File: src/rtl/cmp_pkg.sv
package cmp_pkg;

  // Per-pair verdict carried down the chain.
  typedef struct packed {
    logic lt;
    logic eq;
  } rel_t;

  // Single-bit primitives.
  function automatic logic bit_lt(input logic xb, input logic yb);
    return ~xb & yb;
  endfunction

  function automatic logic bit_eq(input logic xb, input logic yb);
    return ~(xb ^ yb);
  endfunction

  // Two-bit compare built from the single-bit primitives: the upper bit decides first.
  function automatic rel_t pair_rel(input logic [1:0] xp, input logic [1:0] yp);
    rel_t r;
    r.lt = bit_lt(xp[1], yp[1]) | (bit_eq(xp[1], yp[1]) & bit_lt(xp[0], yp[0]));
    r.eq = bit_eq(xp[1], yp[1]) & bit_eq(xp[0], yp[0]);
    return r;
  endfunction

  // Combining a verdict from above with a local verdict.
  function automatic rel_t chain_step(input rel_t above, input rel_t local_r);
    rel_t r;
    r.lt = above.lt | (above.eq & local_r.lt);
    r.eq = above.eq & local_r.eq;
    return r;
  endfunction

endpackage

File: src/rtl/cmp_slice.sv
module cmp_slice
  import cmp_pkg::*;
(
  input  logic [1:0] xp_i,
  input  logic [1:0] yp_i,
  input  logic       lt_in,
  input  logic       eq_in,
  output logic       lt_out,
  output logic       eq_out
);

  rel_t local_r;
  rel_t above_r;
  rel_t next_r;

  assign local_r  = pair_rel(xp_i, yp_i);
  assign above_r  = '{lt: lt_in, eq: eq_in};
  assign next_r   = chain_step(above_r, local_r);
  assign lt_out   = next_r.lt;
  assign eq_out   = next_r.eq;

  // Once the upper pairs differ, this slice must only forward their verdict.
  always_comb begin
    if (!eq_in) begin
      assert_upper_decides_R4: assert (lt_out == lt_in && !eq_out)
        else $error("slice changed a settled verdict");
    end
  end

  // Equal-so-far only when both the pairs above and this pair match.
  always_comb begin
    if (eq_out) begin
      assert_slice_eq_R2: assert (eq_in && (xp_i == yp_i))
        else $error("slice reports equal on differing pair");
    end
  end

endmodule

File: src/rtl/cmp_chain.sv
module cmp_chain #(
  parameter int WIDTH = 8
) (
  input  logic [WIDTH-1:0] x_i,
  input  logic [WIDTH-1:0] y_i,
  output logic             chain_lt_o,
  output logic             chain_eq_o
);

  localparam int NSLICE = WIDTH / 2;

  // the operands must split into whole two-bit pairs.
  if ((WIDTH % 2) != 0 || WIDTH < 2) begin : g_width_bad
    $error("cmp_chain: WIDTH must be even and at least 2");
  end

  // Index NSLICE is the entry above the top pair; index 0 leaves the bottom pair.
  logic [NSLICE:0] lt_c;
  logic [NSLICE:0] eq_c;

  assign lt_c[NSLICE] = 1'b0;
  assign eq_c[NSLICE] = 1'b1;

  for (genvar s = NSLICE - 1; s >= 0; s--) begin : g_slice
    cmp_slice u_slice (
      .xp_i   (x_i[2*s+1 -: 2]),
      .yp_i   (y_i[2*s+1 -: 2]),
      .lt_in  (lt_c[s+1]),
      .eq_in  (eq_c[s+1]),
      .lt_out (lt_c[s]),
      .eq_out (eq_c[s])
    );
  end

  assign chain_lt_o = lt_c[0];
  assign chain_eq_o = eq_c[0];

  // The chain never claims both less and equal at once.
  always_comb begin
    assert_chain_exclusive_R8: assert (!(chain_lt_o && chain_eq_o))
      else $error("chain reports less and equal together");
  end

endmodule

File: src/rtl/cmp_merge.sv
module cmp_merge (
  input  logic chain_lt_i,
  input  logic chain_eq_i,
  input  logic casc_lt_i,
  input  logic casc_eq_i,
  input  logic casc_gt_i,
  output logic lt_o,
  output logic eq_o,
  output logic gt_o
);

  logic chain_gt;

  assign chain_gt = ~chain_lt_i & ~chain_eq_i;
  assign lt_o     = chain_lt_i | (chain_eq_i & casc_lt_i);
  assign eq_o     = chain_eq_i & casc_eq_i;
  assign gt_o     = chain_gt   | (chain_eq_i & casc_gt_i);

  // When the chain sees a tie, the cascade value must pass through unchanged.
  always_comb begin
    if (chain_eq_i) begin
      assert_tie_passes_R5: assert ({lt_o, eq_o, gt_o} == {casc_lt_i, casc_eq_i, casc_gt_i})
        else $error("cascade tie-break not forwarded");
    end
  end

endmodule

File: src/rtl/cmp_relations.sv
module cmp_relations (
  input  logic lt_i,
  input  logic eq_i,
  input  logic gt_i,
  output logic eq_o,
  output logic ne_o,
  output logic lt_o,
  output logic le_o,
  output logic gt_o,
  output logic ge_o
);

  assign eq_o = eq_i;
  assign ne_o = ~eq_i;
  assign lt_o = lt_i;
  assign le_o = lt_i | eq_i;
  assign gt_o = gt_i;
  assign ge_o = gt_i | eq_i;

endmodule

File: src/rtl/mag_cmp_cascade.sv
module mag_cmp_cascade #(
  parameter int WIDTH = 8
) (
  input  logic [WIDTH-1:0] x_i,
  input  logic [WIDTH-1:0] y_i,
  input  logic             casc_lt_i,
  input  logic             casc_eq_i,
  input  logic             casc_gt_i,
  output logic             eq_o,
  output logic             ne_o,
  output logic             lt_o,
  output logic             le_o,
  output logic             gt_o,
  output logic             ge_o
);

  logic chain_lt;
  logic chain_eq;
  logic m_lt;
  logic m_eq;
  logic m_gt;

  cmp_chain #(.WIDTH(WIDTH)) u_chain (
    .x_i        (x_i),
    .y_i        (y_i),
    .chain_lt_o (chain_lt),
    .chain_eq_o (chain_eq)
  );

  cmp_merge u_merge (
    .chain_lt_i (chain_lt),
    .chain_eq_i (chain_eq),
    .casc_lt_i  (casc_lt_i),
    .casc_eq_i  (casc_eq_i),
    .casc_gt_i  (casc_gt_i),
    .lt_o       (m_lt),
    .eq_o       (m_eq),
    .gt_o       (m_gt)
  );

  cmp_relations u_rel (
    .lt_i (m_lt),
    .eq_i (m_eq),
    .gt_i (m_gt),
    .eq_o (eq_o),
    .ne_o (ne_o),
    .lt_o (lt_o),
    .le_o (le_o),
    .gt_o (gt_o),
    .ge_o (ge_o)
  );

  logic casc_onehot;
  assign casc_onehot = $onehot({casc_lt_i, casc_eq_i, casc_gt_i});

  always_comb begin
    if (casc_onehot) begin
      assert_one_verdict_R8: assert ($onehot({lt_o, eq_o, gt_o}))
        else $error("verdict not one-hot");
    end
  end

  always_comb begin
    if (eq_o) begin
      assert_eq_needs_match_R2: assert (x_i == y_i)
        else $error("equal reported on differing operands");
    end
  end

  always_comb begin
    if (x_i != y_i) begin
      assert_ne_on_mismatch_R6: assert (ne_o)
        else $error("not-equal missing on differing operands");
    end
  end

  always_comb begin
    if (casc_eq_i && !casc_lt_i && !casc_gt_i && lt_o) begin
      assert_lt_order_R1: assert (x_i < y_i)
        else $error("less reported against unsigned order");
    end
  end

endmodule

File: config.mk
export PLATFORM = sky130hd
export DESIGN_NAME = mag_cmp_cascade
export DESIGN_NICKNAME = d
export VERILOG_FILES = /design/src/rtl/cmp_pkg.sv /design/src/rtl/cmp_slice.sv /design/src/rtl/cmp_chain.sv /design/src/rtl/cmp_merge.sv /design/src/rtl/cmp_relations.sv /design/src/rtl/mag_cmp_cascade.sv
export SDC_FILE = /design/constraint.sdc
export NUM_CORES = 1
export LEC_CHECK = 0
export BUFFER_PORTS_ARGS = -buffer_cell sky130_fd_sc_hd__buf_4
export CORE_AREA = 4 4 41 43
export DETAILED_ROUTE_END_ITERATION = 7
export DIE_AREA = 0 0 45 47
export PLACE_DENSITY = 0.51
export SYNTH_ARGS = -nofsm -noshare
export SYNTH_HDL_FRONTEND = slang
export SYNTH_HIERARCHICAL = 1
export SYNTH_SLANG_ARGS = --single-unit
File: constraint.sdc
create_clock -name vclk -period 3.28
set_input_delay 0.656 -clock vclk [all_inputs]
set_output_delay 0.656 -clock vclk [all_outputs]
set_load 0.02 [all_outputs]
## After elaboration in Yosys (flattened, before gate mapping)

Index checks and enable logic that the tools add are counted.

| storage, ports and cells | value |
|---|---|
| bits in registers | 0 |
| latch bits | 0 |
| memory bits (writable) | 0 |
| memory bits (read-only) | 0 |
| output and inout port bits | 6 |
| word-level logic and storage cells | 64 |
| memories | 0 |

| cells by class | value |
|---|---|
| add/sub/neg operators | 0 |
| multiply operators | 0 |
| div/mod/pow operators | 0 |
| order comparisons | 0 |
| equal/unequal tests | 0 |
| shifts and indexed selects | 0 |
| multiplexer cells | 0 |
| bitwise gates (word level) | 64 |
| reduce and logical (&&, ||, !) cells | 0 |

Operator list:

| operator | count |
|---|---|
| $and 1x1->1 | 26 |
| $not 1->1 | 19 |
| $or 1x1->1 | 11 |
| $xor 1x1->1 | 8 |

## Depth between registers and ports, before layout

| depth | value |
|---|---|
| depth after elaboration | 12 |
| mapped depth | 12 |
| gate-level depth less buffers | 12 |

## Hierarchy

Netlist, hierarchy kept.

Modules (own cells, without submodules):

| module | instances | cells an instance | area an instance (µm²) |
|---|---|---|---|
| cmp_slice | 4 | 8 | 53.8 |
| cmp_relations | 1 | 6 | 38.8 |
| cmp_merge | 1 | 4 | 22.5 |
| cmp_chain | 1 | 2 | 7.5 |

## Least setup slack after synthesis

OpenSTA, ideal clock, no wires.

| timing path | value |
|---|---|
| path type | input port to output port |
| start point | in x_i[7] |
| end point | out ge_o |
| data arrival time | 2250 ps |
| required time | 2624 ps |
| path slack | 374 ps |
| stages | 8 |
| path through | inv_1 > ha_1 > and3_2 > and3_2 > and3_2 > and3_2 > and2_1 > or2_1 |

RTL lines:

| item | RTL line | RTL |
|---|---|---|
| start, declared | mag_cmp_cascade.sv:4 | `input logic [WIDTH-1:0] x_i,` |
| $xor 1x1->1 | cmp_pkg.sv:15 | `return ~(xb ^ yb);` |
| $not 1->1 | cmp_pkg.sv:15 |  |
| $and 1x1->1 | cmp_pkg.sv:22 | `r.eq = bit_eq(xp[1], yp[1]) & bit_eq(xp[0], yp[0]);` |
| net u_chain.eq_c[3] | cmp_chain.sv:19 | `logic [NSLICE:0] eq_c;` |
| $and 1x1->1 | cmp_pkg.sv:30 | `r.eq = above.eq & local_r.eq;` |
| net u_chain.eq_c[2] | cmp_chain.sv:19 |  |
| $and 1x1->1 | cmp_pkg.sv:30 |  |
| net u_chain.eq_c[1] | cmp_chain.sv:19 |  |
| $and 1x1->1 | cmp_pkg.sv:30 |  |
| net chain_eq | mag_cmp_cascade.sv:18 | `logic chain_eq;` |
| $and 1x1->1 | cmp_merge.sv:16 | `assign eq_o = chain_eq_i & casc_eq_i;` |
| net m_eq | mag_cmp_cascade.sv:20 | `logic m_eq;` |
| $or 1x1->1 | cmp_relations.sv:18 | `assign ge_o = gt_i \| eq_i;` |
| end, declared | mag_cmp_cascade.sv:14 | `output logic ge_o` |

The timed path passes the listed nets, and every way through them passes these cells.

## Worst setup path in the final report

| timing path | value |
|---|---|
| start point | in x_i[7] |
| end point | out le_o |

| between the ends | value |
|---|---|
| word-level cells in the longest chain between the ends | 9 |

Ends and longest elaborated chain:

| item | RTL line | RTL |
|---|---|---|
| $xor 1x1->1 (*) | cmp_pkg.sv:15 |  |
| $not 1->1 (*) | cmp_pkg.sv:15 |  |
| $and 1x1->1 (*) | cmp_pkg.sv:22 |  |
| net u_chain.eq_c[3] | cmp_chain.sv:19 |  |
| $and 1x1->1 (*) | cmp_pkg.sv:30 |  |
| net u_chain.eq_c[2] | cmp_chain.sv:19 |  |
| $and 1x1->1 (*) | cmp_pkg.sv:30 |  |
| net u_chain.eq_c[1] | cmp_chain.sv:19 |  |
| $and 1x1->1 (*) | cmp_pkg.sv:30 |  |
| net chain_eq | mag_cmp_cascade.sv:18 |  |
| $and 1x1->1 | cmp_merge.sv:15 | `assign lt_o = chain_lt_i \| (chain_eq_i & casc_lt_i);` |
| $or 1x1->1 | cmp_merge.sv:15 |  |
| $or 1x1->1 (*) | cmp_relations.sv:16 | `assign le_o = lt_i \| eq_i;` |
| end, declared | mag_cmp_cascade.sv:12 | `output logic le_o,` |

The timed path passes the listed nets; every way through them passes the cells marked *.

==> impl_metrics.ini <==
[status]
status = complete, no violations

[timing]
fin_crit_ns = 3.13
drv_slew = 0
period_share_pct = 95.4
max_freq_mhz = 320
finalSetupViolations = 0
fin_setup_tns_ns = 0
hold_viol_final = 0
rsz0062_at_grt = false

[cells_and_area]
regArea_um2 = 0
fin_nets = 97
drive_above_1_share_pct = 42.6
antenna_cells = 0
final_cell_count_no_fill = 83
seq_cell_count = 0
utilization_pct = 36.5
fin_area_um2 = 475
areaGrowthSynthToFinish_pct = 67.4
nClkBuffers = 0

[critical_path]
path_max_fanout = 4
cp.required_ns = 2.62
crit_path_top_delay_cell = ha_1
crit_family = simple AND/OR/NAND/NOR gates
cp_num_buf_inv = 3
crit_path_frequent_cell = and3_2
slowest_delay_ns = 0.29
crit_path_end_kind = primary output
criticalPathCategory = input port to primary output
crit_chain = buf_4 -> inv_1 -> ha_1 -> and3_2 -> and3_2 -> and3_2 -> and3_2 -> and2_1 -> or2_1 -> buf_4
critPathLaunchType = input port
cp.arrival_ns = 2.47

[global_routing]
grt_pass1_wl_um = 952
grt_pass1_vias = 270
grt.total_usage_pct = 5.59
grt_max_degree = 5
antenna_found_initial = 0
grt_overflow = 0

[pwr]
leakagePower_nw = 0.299
p_per_area_mw_per_mm2 = 107
peakVddDrop_v = 0.0000385

[die]
design.core.area_mm2 = 0.00130
die_w_um = 45
ios = 25
start_util_pct = 21.8
die_y_um = 47
die_area_mm2 = 0.00212
rows = 13

[placed_design]
place_hpwl_um = 598
dp.cells = 83
gp_congestion = 0.636
portBuffers = 25
dpl_cell_area_um2 = 475

[min_path]
min_path_type = input port to primary output

[yosys]
syn_area_um2 = 284
syn_avg_cell_area_um2 = 6.46
yosysMostFrequentCell = inv_1
synth_cell_types = 12
ys_seq_area_share_pct = 0
synth.largest_area_cell = ha_1
ys_top_cells_by_count = inv_1 (9), ha_1 (8), nand2_1 (5)
yosys_warnings = 6
synth.area.top_cells = ha_1 (35%), inv_1 (12%), and3_2 (11%), buf_4 (7.9%), a21oi_1 (7.0%)
synth_cells = 44
synth.top_cell.area_share_pct = 35.2

[clocking]
ctsHoldBuffers = 0
post_cts.resized_instances = 0
post-cts-setup-buffers = 0

[route]
avgViaCountPerCell = 3.89
wire_per_inst_um = 7.28
drc = 0
drt-initial-drc-count = 3
antenna_left = 0
vias = 323
firstDrtPassIters = 4
routed_wl_um = 604

[job]
maxCapViolations = 0
[where the power goes]
| group | leakage, nW | internal [W] | total, W | switching, W |
|---|---|---|---|---|
| clock | 0 | 0 | 0 | 0 |
| combinational | 0.299 | 0.0000295 | 0.0000508 | 0.0000213 |
| sequential | 0 | 0 | 0 | 0 |
[placed cells by master, fill, tap and decap left out, drive strengths merged]
cell and instances:
nand3 4, a21oi 4, and3 4, inv 9, o21ai 1, or2 2
nand2 5, ha 8, and2 1, conb 4, a21o 1, buf 25
[cell families (layout without fill, tap and decap cells)]
logic type	Yosys count	in the layout	share of synthesized area, %
buffers and inverters	12	34	19.8
adder cells (fa/ha/maj)	8	8	35.2
AND/OR/NAND/NOR	16	16	30.8
other	2	4	2.64
AO/OA/AOI/OAI	6	6	11.5
[metrics by stage]
step | hold slack [ns] | power [W] | setup slack, ns
3_3_place_gp | 1.63 | 0.0000524 | 0.153
5_1_grt | 1.66 | 0.0000585 | 0.0140
4_1_cts | 1.64 | 0.0000518 | 0.138
3_5_place_dp | 1.64 | 0.0000518 | 0.140
6_report | 1.63 | 0.0000508 | 0.152
2_1_floorplan | 1.53 | 0.0000276 | 0.374
[worst min-delay path: cells and delay by family]
| kind | cells | cell delay (ns) |
|---|---|---|
| buf+inv | 2 | 0.21 |
| compound gates | 1 | 0.11 |
[layer usage]
metal | track usage (%) | part of all wire, %
met1 | 7.19 | 42
met2 | 10.2 | 41
met3 | 1.15 | 17
met4 | 0 | 0
met5 | 0 | 0
[final timing paths]
kind / slack [ns] / end / startpoint / cells past startpoint
worst max-delay path: 0.15 / le_o / x_i[7] / 10
worst min-delay path: 1.63 / lt_o / casc_lt_i / 3
[cell type report]
class	count	area [um2]
multi-input cells	34	235
repair buffers	25	188
well taps	15	18.8
inverters	9	33.8
fillers	154	826
No activity file was read; power rests on OpenSTA's default activity.
